$ cat src/rtl/sb_pkg.sv
package sb_pkg;
  localparam int NUM_UNITS = 4;
  localparam int UNIT_W    = 2;

  typedef enum logic [UNIT_W-1:0] {
    UNIT_INT = 2'd0,
    UNIT_ADD = 2'd1,
    UNIT_MUL = 2'd2,
    UNIT_DIV = 2'd3
  } unit_e;

  // strobes from control to datapath
  typedef struct packed {
    logic                 issue;
    logic [NUM_UNITS-1:0] unitSel;
  } issue_strobe_t;
endpackage

$ cat src/rtl/sb_unit_timer.sv
module sb_unit_timer #(
  parameter int LAT   = 1,
  parameter int REG_W = 4
) (
  input  logic             clk,
  input  logic             rst_n,
  input  logic             start,
  input  logic [REG_W-1:0] startDst,
  output logic             busy,
  output logic             done,
  output logic [REG_W-1:0] doneDst
);
  localparam int CNT_W = (LAT < 1) ? 1 : $clog2(LAT + 1);

  logic [CNT_W-1:0] cnt;
  logic [REG_W-1:0] dstQ;

  always_ff @(posedge clk) begin
    if (!rst_n) begin
      cnt  <= '0;
      dstQ <= '0;
    end else if (start) begin
      cnt  <= CNT_W'(LAT);
      dstQ <= startDst;
    end else if (cnt != '0) begin
      cnt  <= cnt - CNT_W'(1);
    end
  end

  assign busy    = (cnt != '0);
  assign done    = (cnt == CNT_W'(1));
  assign doneDst = dstQ;

  // a unit is only started when idle
  p_start_idle_r6: assert property (@(posedge clk) disable iff (!rst_n)
    start |-> !busy);
  // the cycle after start the unit is occupied
  p_start_busy_r3: assert property (@(posedge clk) disable iff (!rst_n)
    start |=> busy);
endmodule

$ cat src/rtl/sb_datapath.sv
module sb_datapath
  import sb_pkg::*;
#(
  parameter int NUM_REGS = 16,
  parameter int LAT_INT  = 1,
  parameter int LAT_ADD  = 1,
  parameter int LAT_MUL  = 3,
  parameter int LAT_DIV  = 4,
  localparam int REG_W   = $clog2(NUM_REGS)
) (
  input  logic                       clk,
  input  logic                       rst_n,
  input  issue_strobe_t              strobe,
  input  logic [REG_W-1:0]           issueDst,
  output logic [NUM_UNITS-1:0]       busyVec,
  output logic [NUM_REGS-1:0]        resVec,
  output logic [NUM_UNITS-1:0]       wbValid,
  output logic [NUM_UNITS*REG_W-1:0] wbRegs
);
  logic [REG_W-1:0]    doneDst [NUM_UNITS];
  logic [NUM_REGS-1:0] clrMask;
  logic [NUM_REGS-1:0] setMask;

  for (genvar u = 0; u < NUM_UNITS; u++) begin : g_unit
    localparam int L = (u == 0) ? LAT_INT :
                       (u == 1) ? LAT_ADD :
                       (u == 2) ? LAT_MUL : LAT_DIV;
    sb_unit_timer #(.LAT(L), .REG_W(REG_W)) u_timer (
      .clk      (clk),
      .rst_n    (rst_n),
      .start    (strobe.unitSel[u]),
      .startDst (issueDst),
      .busy     (busyVec[u]),
      .done     (wbValid[u]),
      .doneDst  (doneDst[u])
    );
    assign wbRegs[u*REG_W +: REG_W] = doneDst[u];

    // a register written back is free in the following cycle
    p_wb_frees_r7: assert property (@(posedge clk) disable iff (!rst_n)
      wbValid[u] |=> !resVec[$past(doneDst[u])]);
    // a writing unit still holds its register reserved
    p_wb_reserved_r3: assert property (@(posedge clk) disable iff (!rst_n)
      wbValid[u] |-> resVec[doneDst[u]]);
  end

  always_comb begin
    clrMask = '0;
    for (int u = 0; u < NUM_UNITS; u++)
      if (wbValid[u]) clrMask[doneDst[u]] = 1'b1;
    setMask = '0;
    if (strobe.issue) setMask[issueDst] = 1'b1;
  end

  always_ff @(posedge clk) begin
    if (!rst_n) resVec <= '0;
    else        resVec <= (resVec & ~clrMask) | setMask;
  end

  // no second write to a reserved register
  p_issue_free_dst_r4: assert property (@(posedge clk) disable iff (!rst_n)
    strobe.issue |-> !resVec[issueDst]);
  // issue never targets a busy unit
  p_issue_unit_idle_r6: assert property (@(posedge clk) disable iff (!rst_n)
    strobe.issue |-> ((strobe.unitSel & busyVec) == '0));
  // one unit at most, exactly one on issue
  p_sel_onehot_r2: assert property (@(posedge clk) disable iff (!rst_n)
    $onehot0(strobe.unitSel) && (strobe.issue == (strobe.unitSel != '0)));
endmodule

$ cat src/rtl/sb_control.sv
module sb_control
  import sb_pkg::*;
#(
  parameter int NUM_REGS = 16,
  localparam int REG_W   = $clog2(NUM_REGS)
) (
  input  logic                 inValid,
  input  logic [UNIT_W-1:0]    inUnit,
  input  logic [REG_W-1:0]     inDst,
  input  logic [REG_W-1:0]     inSrcA,
  input  logic [REG_W-1:0]     inSrcB,
  input  logic [NUM_UNITS-1:0] busyVec,
  input  logic [NUM_REGS-1:0]  resVec,
  output logic                 inReady,
  output issue_strobe_t        strobe
);
  logic unitBusy;
  logic wawHaz;
  logic rawHaz;

  always_comb begin
    unitBusy       = busyVec[inUnit];
    wawHaz         = resVec[inDst];
    rawHaz         = resVec[inSrcA] | resVec[inSrcB];
    inReady        = !(unitBusy | wawHaz | rawHaz);
    strobe.issue   = inValid & inReady;
    strobe.unitSel = strobe.issue ? (NUM_UNITS'(1) << inUnit) : '0;
  end
endmodule

$ cat src/rtl/sb_issue_ctrl.sv
module sb_issue_ctrl
  import sb_pkg::*;
#(
  parameter int NUM_REGS = 16,
  parameter int LAT_INT  = 1,
  parameter int LAT_ADD  = 1,
  parameter int LAT_MUL  = 3,
  parameter int LAT_DIV  = 4,
  localparam int REG_W   = $clog2(NUM_REGS)
) (
  input  logic                       clk,
  input  logic                       rst_n,
  input  logic                       inValid,
  input  logic [UNIT_W-1:0]          inUnit,
  input  logic [REG_W-1:0]           inDst,
  input  logic [REG_W-1:0]           inSrcA,
  input  logic [REG_W-1:0]           inSrcB,
  output logic                       inReady,
  output logic                       issueFire,
  output logic [UNIT_W-1:0]          issueUnit,
  output logic [NUM_UNITS-1:0]       wbValid,
  output logic [NUM_UNITS*REG_W-1:0] wbRegs
);
  issue_strobe_t        strobe;
  logic [NUM_UNITS-1:0] busyVec;
  logic [NUM_REGS-1:0]  resVec;

  sb_control #(.NUM_REGS(NUM_REGS)) u_ctrl (
    .inValid (inValid),
    .inUnit  (inUnit),
    .inDst   (inDst),
    .inSrcA  (inSrcA),
    .inSrcB  (inSrcB),
    .busyVec (busyVec),
    .resVec  (resVec),
    .inReady (inReady),
    .strobe  (strobe)
  );

  sb_datapath #(
    .NUM_REGS(NUM_REGS), .LAT_INT(LAT_INT), .LAT_ADD(LAT_ADD),
    .LAT_MUL(LAT_MUL), .LAT_DIV(LAT_DIV)
  ) u_dp (
    .clk      (clk),
    .rst_n    (rst_n),
    .strobe   (strobe),
    .issueDst (inDst),
    .busyVec  (busyVec),
    .resVec   (resVec),
    .wbValid  (wbValid),
    .wbRegs   (wbRegs)
  );

  assign issueFire = strobe.issue;
  assign issueUnit = inUnit;

  // sources of an issued instruction have no pending write
  p_issue_no_raw_r5: assert property (@(posedge clk) disable iff (!rst_n)
    issueFire |-> (!resVec[inSrcA] && !resVec[inSrcB]));
  // nothing pending in the first cycle out of reset
  p_reset_clean_r1: assert property (@(posedge clk)
    !rst_n |=> (resVec == '0 && busyVec == '0));
endmodule

$ cat config.mk
export PLATFORM = sky130hd
export DESIGN_NAME = sb_issue_ctrl
export DESIGN_NICKNAME = d
export VERILOG_FILES = /design/src/rtl/sb_pkg.sv /design/src/rtl/sb_unit_timer.sv /design/src/rtl/sb_datapath.sv /design/src/rtl/sb_control.sv /design/src/rtl/sb_issue_ctrl.sv
export SDC_FILE = /design/constraint.sdc
export NUM_CORES = 1
export LEC_CHECK = 0
export BUFFER_PORTS_ARGS = -buffer_cell sky130_fd_sc_hd__buf_4
export CAP_MARGIN = 5
export CORE_ASPECT_RATIO = 0.7
export CORE_UTILIZATION = 62
export DETAILED_ROUTE_END_ITERATION = 6
export GPL_TIMING_DRIVEN = 0
export PLACE_DENSITY = 0.94
export SETUP_SLACK_MARGIN = 0.4
export SLEW_MARGIN = 25
export SYNTH_ARGS = -nofsm -noshare
export SYNTH_HDL_FRONTEND = slang
export SYNTH_SLANG_ARGS = --single-unit
$ cat constraint.sdc
create_clock -name clk -period 3.2 [get_ports clk]
set_input_delay 0 -clock clk [delete_from_list [all_inputs] [get_ports clk]]
set_output_delay 0 -clock clk [all_outputs]
set_load 0.005 [all_outputs]
==> results.cfg, run 1 <==
[floorplanning]
coreArea_mm2 = 0.00404
rows = 19
ios = 41
initial_core_util_pct = 67.1
dieArea_mm2 = 0.00464
die_y_um = 57.3
die_w_um = 81.0

[route]
post-route-drc-count = 0
dr.pass1.iters = 5
routedWlPerCell_um = 18.6
drtIter0Drc = 319
viasPerCell = 6.69
ant_nets = 0
drt_wl_total_um = 7740
dr_total_vias = 2778

[logic_synthesis]
syn_area_mm2 = 0.00271
ys_ff_latch = 39
synth_edf_count = 0
synthAdderAreaFrac_pct = 2.31
synth.avg_cell_area_um2 = 8.60
synth_xor_area_share_pct = 0.646
yosys.area_share.simple_pct = 28.5
synth_flop_cell = dfxtp_1
syn_inst = 315
async_flop_share_pct = 0
yosysSeqAreaShare_pct = 28.8
syn_nets = 337
synth_top_family_by_area = simple AND/OR/NAND/NOR gates
synth_compound_area_share_pct = 15.9
muxShareOfSynthArea_pct = 18.3
synthDistinctLibCells = 44
yosys_warnings = 0

[power_and_ir_drop]
power_frac_seq_pct = 42.8
p_sw_mw = 0.435
share_comb_of_total_power_pct = 32.4
p_int_mw = 0.877
p_leak_nw = 1.32
clockPowerShare_pct = 24.8
sw_frac_of_total_pct = 33.2
powerDensity_mw_per_mm2 = 415
ir_drop_uv = 339

[finish]
drive_above_1_share_pct = 21.8
final_nets = 384
fill_cells = 294
fin_area_mm2 = 0.00317
layout.cells.non_filler = 415
n_antenna_cell = 0
area_delta_synth_final_pct = 16.8

[critical_path]
critical_path.slowest_cell = a21oi_1
crit_family = multiplexers
path_cells = mux4_1 > mux2i_1 > nor2_1 > a21oi_1 > nand4_1 > mux2i_1
cp_max_fo = 8
crit_cells = 6
start_kind = flip-flop
cp_common_cell = mux2i_1
end_kind = flip-flop
cp_num_buf_inv = 0
critPathArrivalTime_ns = 2.72
cp_slowest_stage_delay_ns = 0.59
crit_required_ns = 3.41
r2r_cells = 6
critPathKind = flip-flop to flip-flop

[worst_hold_path]
hold_path.class = input port to flip-flop
hold_depth = 3

[global_routing]
grt_pass1_wl_um = 12400
antenna_found_initial = 0
grt_overflow = 0
grt_pass1_vias = 2518
grt_max_degree = 13
grt_usage_pct = 35.8

[timing]
worst_slew_pin_slew_ns = 0.754
post-route-min-period_ns = 2.50
fin_worst_skew_ns = 0.00634
hold_viol = 0
fin_crit_sh_pct = 78.2
setup_viol = 0
fmax_mhz = 400
rsz0062_at_grt = false
drv_slew = 0
finalSetupTns_ns = 0
relSlewSlack_pct = 49.7

[clocking]
cts_tree = built
clockBufferDepth = 2
clk_pin_slew_worst_paths_ns = 0.08
clock_sinks = 39
clock_latency_ns = 0.29
numCtsBuffers = 5
clock-root-buffer = clkbuf_8
htreeDepth = 2
postCtsSetupBuffers = 0

[placed_design]
post_dp_cell_area_mm2 = 0.00306
dp_hpwl_um = 5890
port_buffers = 38
place_congestion = 0.998
place_inst = 405

[flow_run]
cap_violations = 0

[run_status]
status = completed
==> Yosys cell counts, types with 2 or more instances <==
master / n / area (µm²)
a21oi_1: 16 / 80.1
a22o_1: 9 / 78.8
a31oi_1: 6 / 37.5
a32o_1: 5 / 50.1
and2b_1: 2 / 15.0
and3_1: 5 / 31.3
and3_2: 2 / 15.0
and3b_1: 3 / 26.3
buf_4: 7 / 52.6
buf_6: 3 / 33.8
clkbuf_1: 9 / 33.8
dfxtp_1: 39 / 781
ha_1: 5 / 62.6
inv_1: 5 / 18.8
mux2_2: 4 / 45.0
mux2i_1: 23 / 230
mux4_1: 5 / 131
mux4_2: 4 / 90.1
nand2_1: 52 / 195
nand2b_1: 2 / 12.5
nand3_1: 10 / 50.1
nand4_1: 21 / 131
nor2_1: 19 / 71.3
nor2b_1: 15 / 93.8
nor3b_1: 7 / 52.6
o21a_1: 3 / 22.5
o21ai_0: 7 / 35.0
o21ai_2: 9 / 78.8
o41ai_1: 2 / 17.5
xnor2_1: 2 / 17.5
==> repair_timing <==
item                                   in CTS  in global routing
hold buffers                                2                  0
endpoints found under the hold margin       1                  0
gates resized for setup                     0                  0
==> sequential cells by signal, indices dropped and copies added (netlist names) <==
register,count
u_dp.g_unit.u_timer.busy,2
u_dp.resVec,16
u_dp.g_unit.u_timer.cnt,5
u_dp.g_unit.u_timer.doneDst,16
==> power by group through the flow <==
stage | sequential [mW] | combinational, mW | clock (mW)
final | 0.561 | 0.425 | 0.326
after CTS | 0.560 | 0.418 | 0.326
after detailed placement | 0.571 | 0.414 | 0
after global placement | 0.568 | 0.397 | 0
after floorplan | 0.561 | 0.289 | 0
after global routing | 0.567 | 0.467 | 0.353
==> cells in the final DEF (no fill, tap or decap), types with 2 or more instances in the layout <==
| cell | netlist | final |
|---|---|---|
| nand2_1 | 52 | 52 |
| mux4_2 | 4 | 4 |
| nor2b_1 | 15 | 15 |
| and3_2 | 2 | 2 |
| clkbuf_1 | 9 | 10 |
| nor3b_1 | 7 | 7 |
| and2b_1 | 2 | 2 |
| and3_1 | 5 | 5 |
| a22o_1 | 9 | 9 |
| nand2b_1 | 2 | 2 |
| mux2i_1 | 23 | 23 |
| a32o_1 | 5 | 5 |
| ha_1 | 5 | 5 |
| a21oi_1 | 16 | 16 |
| a31oi_1 | 6 | 6 |
| o21ai_2 | 9 | 9 |
| o21ai_0 | 7 | 7 |
| o41ai_1 | 2 | 2 |
| nand3_1 | 10 | 10 |
| xnor2_1 | 2 | 2 |
| clkbuf_8 | 0 | 5 |
| dlygate4sd3_1 | 0 | 2 |
| buf_6 | 3 | 3 |
| dfxtp_1 | 39 | 39 |
| mux4_1 | 5 | 5 |
| mux2_2 | 4 | 4 |
| and3b_1 | 3 | 3 |
| o21a_1 | 3 | 3 |
| inv_1 | 5 | 5 |
| nand4_1 | 21 | 21 |
| nor2_1 | 19 | 19 |
| buf_4 | 7 | 45 |
==> tightest hold or removal path, cell delays in order <==
cell	delay (ns)
buf_4	0.11
buf_6	0.14
o41ai_1	0.08
==> final timing paths <==
check                  startpoint                                end  slack, ns
setup / recovery   u_dp.resVec[5]  u_dp.g_unit[1].u_timer.doneDst[2]       0.70
hold / removal           inDst[0]                    u_dp.resVec[12]       0.09
setup reg to reg   u_dp.resVec[5]  u_dp.g_unit[1].u_timer.doneDst[2]       0.70
hold reg to reg   u_dp.resVec[12]                    u_dp.resVec[12]       0.51
==> cells by family (layout without fill, tap and decap cells) <==
kind of cell | Yosys count | in the layout
XOR/XNOR | 2 | 2
multiplexers | 36 | 36
adder cells (fa/ha/maj) | 5 | 5
AND/OR/NAND/NOR | 146 | 146
buffers and inverters | 26 | 74
AO/OA/AOI/OAI | 61 | 61
flip-flops | 39 | 39
==> cell type report <==
class	count	area, µm²	area share, %
Clock buffer	6	72.6	2.29
Clock inverter	2	12.5	0.395
Multi-Input combinational cell	250	1780	56.3
Inverter	5	18.8	0.593
Tap cell	52	65.1	2.06
Sequential cell	39	781	24.7
Timing Repair Buffer	40	305	9.64
Buffer	21	129	4.07
==> per-layer routing <==
metal	GRT usage (%)	part of all wire, %
met1	53.5	43
met3	7.04	12
met5	0	0
met2	51.3	42
met4	12.0	2.9
==> stage by stage <==
step	hold WS [ns]	power [mW]	util [%]	setup slack, ns
finish	0.0916	1.31	78.3	0.697
global route	0.0969	1.39	78.3	0.516
CTS	0.0899	1.30	78.3	0.754
detailed placement	0.234	0.985	75.7	0.763
global placement	0.226	0.965	75.7	0.857
floorplan	0.0690	0.849	-	1.15
(Power assumes the default switching activity.)
==> run 2, diff against run 1 <==
ABC_AREA = 1   (was not set)
CORE_UTILIZATION = 53   (was 62)
PLACE_DENSITY = 0.85   (was 0.94)
clock period = 2.15 ns   (was 3.2 ns; I/O delays follow)
==> run 2 against run 1 <==
- core utilization is 6.9 points lower
- critical path type unchanged
- combinational power increased to 2.8 times the previous value
- synthesized cell count rose by 56%
- via count is 29% higher
- count of clock-buffer cells in the layout up 1
- non-clock buffer count is 5 higher
- hold slack worse by 0.044 ns
- largest cell class unchanged
- clock power rose by 56%
- critical path depth up 5
==> results.cfg, run 2 <==
[critical_path]
cp_num_buf_inv = 2
cp_slowest_stage_delay_ns = 0.31
endpoint = u_dp.g_unit[2].u_timer.doneDst[2]
r2r-start = u_dp.resVec[10]
r2r_cells = 11
crit_family = simple AND/OR/NAND/NOR gates
critPathArrivalTime_ns = 2.01
critPathKind = flip-flop to flip-flop
rrSetupSlack_ns = 0.33
worstReg2RegEnd = u_dp.g_unit[2].u_timer.doneDst[2]
cp_max_fo = 7
start_kind = flip-flop
cp-startpoint = u_dp.resVec[10]
end_kind = flip-flop
crit_cells = 11
path_cells = inv_1 > nand2_1 > nand3_1 > nand3_1 > nand3_1 > nand2_1 > nor2_8 > buf_12 > nand4_2 > nor2_1 > nor2_1
crit_required_ns = 2.34
cp_common_cell = nand3_1
critical_path.slowest_cell = dfxtp_1

[timing]
whs_ns = 0.0472
rsz0062_at_grt = true
finalSetupTns_ns = 0
relSlewSlack_pct = 41.1
setup_viol = 0
fin_worst_skew_ns = 0.0131
fmax_mhz = 550
worst_slew_pin_slew_ns = 0.884
post-route-min-period_ns = 1.82
drv_slew = 0
fin_crit_sh_pct = 84.6
hold_viol = 0

[floorplanning]
dieArea_mm2 = 0.00597
die_w_um = 92.0
coreArea_mm2 = 0.00534
initial_core_util_pct = 56.2
rows = 22
die_y_um = 65.0
ios = 41

[logic_synthesis]
netlist.area_leader.share_pct = 26.0
yosysMostFrequentCell = nand2_1
yosysSeqAreaShare_pct = 26.0
syn_inst = 492
syn_area_mm2 = 0.00300
synthAdderAreaFrac_pct = 2.08
synth_compound_area_share_pct = 12.7
synth_edf_count = 0
yosys_warnings = 0
synth_top_family_by_area = simple AND/OR/NAND/NOR gates
muxShareOfSynthArea_pct = 0
async_flop_share_pct = 0
syn_nets = 514
synthDistinctLibCells = 39
yosys.area_share.simple_pct = 43.2
synth_xor_area_share_pct = 0.875
synth.avg_cell_area_um2 = 6.10
ys_ff_latch = 39
synth_area_leaders = dfxtp_1, nand2_1, nor2_1, inv_1, nand3_1
synth_top_area_cell = dfxtp_1
synth_flop_cell = dfxtp_1
synth_common_cells = nand2_1, nor2_1, inv_1

[finish]
final_cell_mix = nand2_1, nor2_1, inv_1, buf_4, nand3_1
mostFrequentLayoutCell = nand2_1
drive_above_1_share_pct = 27.3
area_delta_synth_final_pct = 27.1
final_nets = 570
n_antenna_cell = 0

[placed_design]
dp_hpwl_um = 7230
place_congestion = 1.09
port_buffers = 33

[global_routing]
antenna_found_initial = 0
grt_overflow = 0
grt_max_degree = 12
grt_pass1_vias = 3204
grt_usage_pct = 35.2
grt_pass1_wl_um = 15800

[power_and_ir_drop]
ir_drop_uv = 859
powerDensity_mw_per_mm2 = 660
power_mw = 2.52
p_leak_nw = 1.86

[route]
ant_nets = 0
met2_length_um = 4590
drt_wl_total_um = 10600
met1Wirelength_um = 4360
routedWlPerCell_um = 17.1
viasPerCell = 5.77
drtIter0Drc = 326
wl_met3_um = 1430
dr_total_vias = 3582
post-route-drc-count = 0
top_layer_used = met4
dr.pass1.iters = 6

[clocking]
cts_tree = built
numCtsBuffers = 5
clock_latency_ns = 0.30
clock-root-buffer = clkbuf_8
ctsHoldBuffers = 0
htreeDepth = 2
clockBufferDepth = 2
clock_sinks = 39
clk_pin_slew_worst_paths_ns = 0.09

[worst_hold_path]
hold_path.class = input port to flip-flop

[run_status]
status = completed

[flow_run]
cap_violations = 0
[run 2: how the worst min path moves through the flow]
stage / from / endpoint / slack (ns) / cells past startpoint
2_1_floorplan: inUnit[0] / issueUnit[0] / 0.08 / 1
3_3_place_gp: inUnit[0] / issueUnit[0] / 0.29 / 3
3_5_place_dp: inUnit[0] / issueUnit[0] / 0.29 / 3
4_1_cts: inDst[2] / u_dp.g_unit[2].u_timer.doneDst[2] / 0.04 / 3
5_1_grt: inDst[2] / u_dp.g_unit[0].u_timer.doneDst[2] / 0.05 / 3
6_report: inDst[2] / u_dp.g_unit[1].u_timer.doneDst[2] / 0.05 / 3
[run 2: stage by stage]
step / utilization [%] / worst slack (ns) / cell area (µm²) / cells
detailed placement: 62.5 / 0.0788 / 3340 / 597
CTS: 68.0 / 0.355 / 3630 / 616
global placement: 62.5 / 0.180 / 3340 / 597
floorplan: - / 0.423 / 3000 / 492
finish: 71.4 / 0.332 / 3810 / 621
global route: 71.4 / 0.240 / 3810 / 621
[run 2: cells by family after synthesis]
group / count (synthesis)
XOR/XNOR: 3
flip-flops: 39
buffers and inverters: 98
AND/OR/NAND/NOR: 290
AO/OA/AOI/OAI: 57
adder cells (fa/ha/maj): 5
[run 2: repair_timing]
action,4_1_cts,5_1_grt
setup buffers,11,2
setup endpoints to repair,41,42
pin swaps,12,15
resized for setup,30,39
cloned,0,3
[run 2: report_power, final]
group	switching [mW]	internal [mW]	leakage, nW
Combinational	0.661	0.504	1.50
Sequential	0.0524	0.791	0.317
Clock	0.282	0.228	0.0422
Total	0.995	1.52	1.86
[run 2: final cells by class]
| type | count | area, µm² |
|---|---|---|
| Buffer | 20 | 160 |
| Clock inverter | 1 | 5.00 |
| Multi-Input combinational cell | 358 | 2000 |
| Tap cell | 72 | 90.1 |
| Inverter | 78 | 298 |
| Timing Repair Buffer | 46 | 399 |
| Clock buffer | 7 | 76.3 |
| Fill cell | 456 | 1530 |
| Sequential cell | 39 | 786 |
[run 2: layer usage]
metal / vias up / GRT usage, %
met5: - / 0
met4: 0 / 12.1
met3: 28 / 11.9
met2: 232 / 55.4
met1: 1650 / 45.2
li1: 1672 / -
[run 2: tightest hold or removal path, cell delays in order]
cell and delay (ns):
buf_4 0.16, nor2_2 0.06, nor2_1 0.09
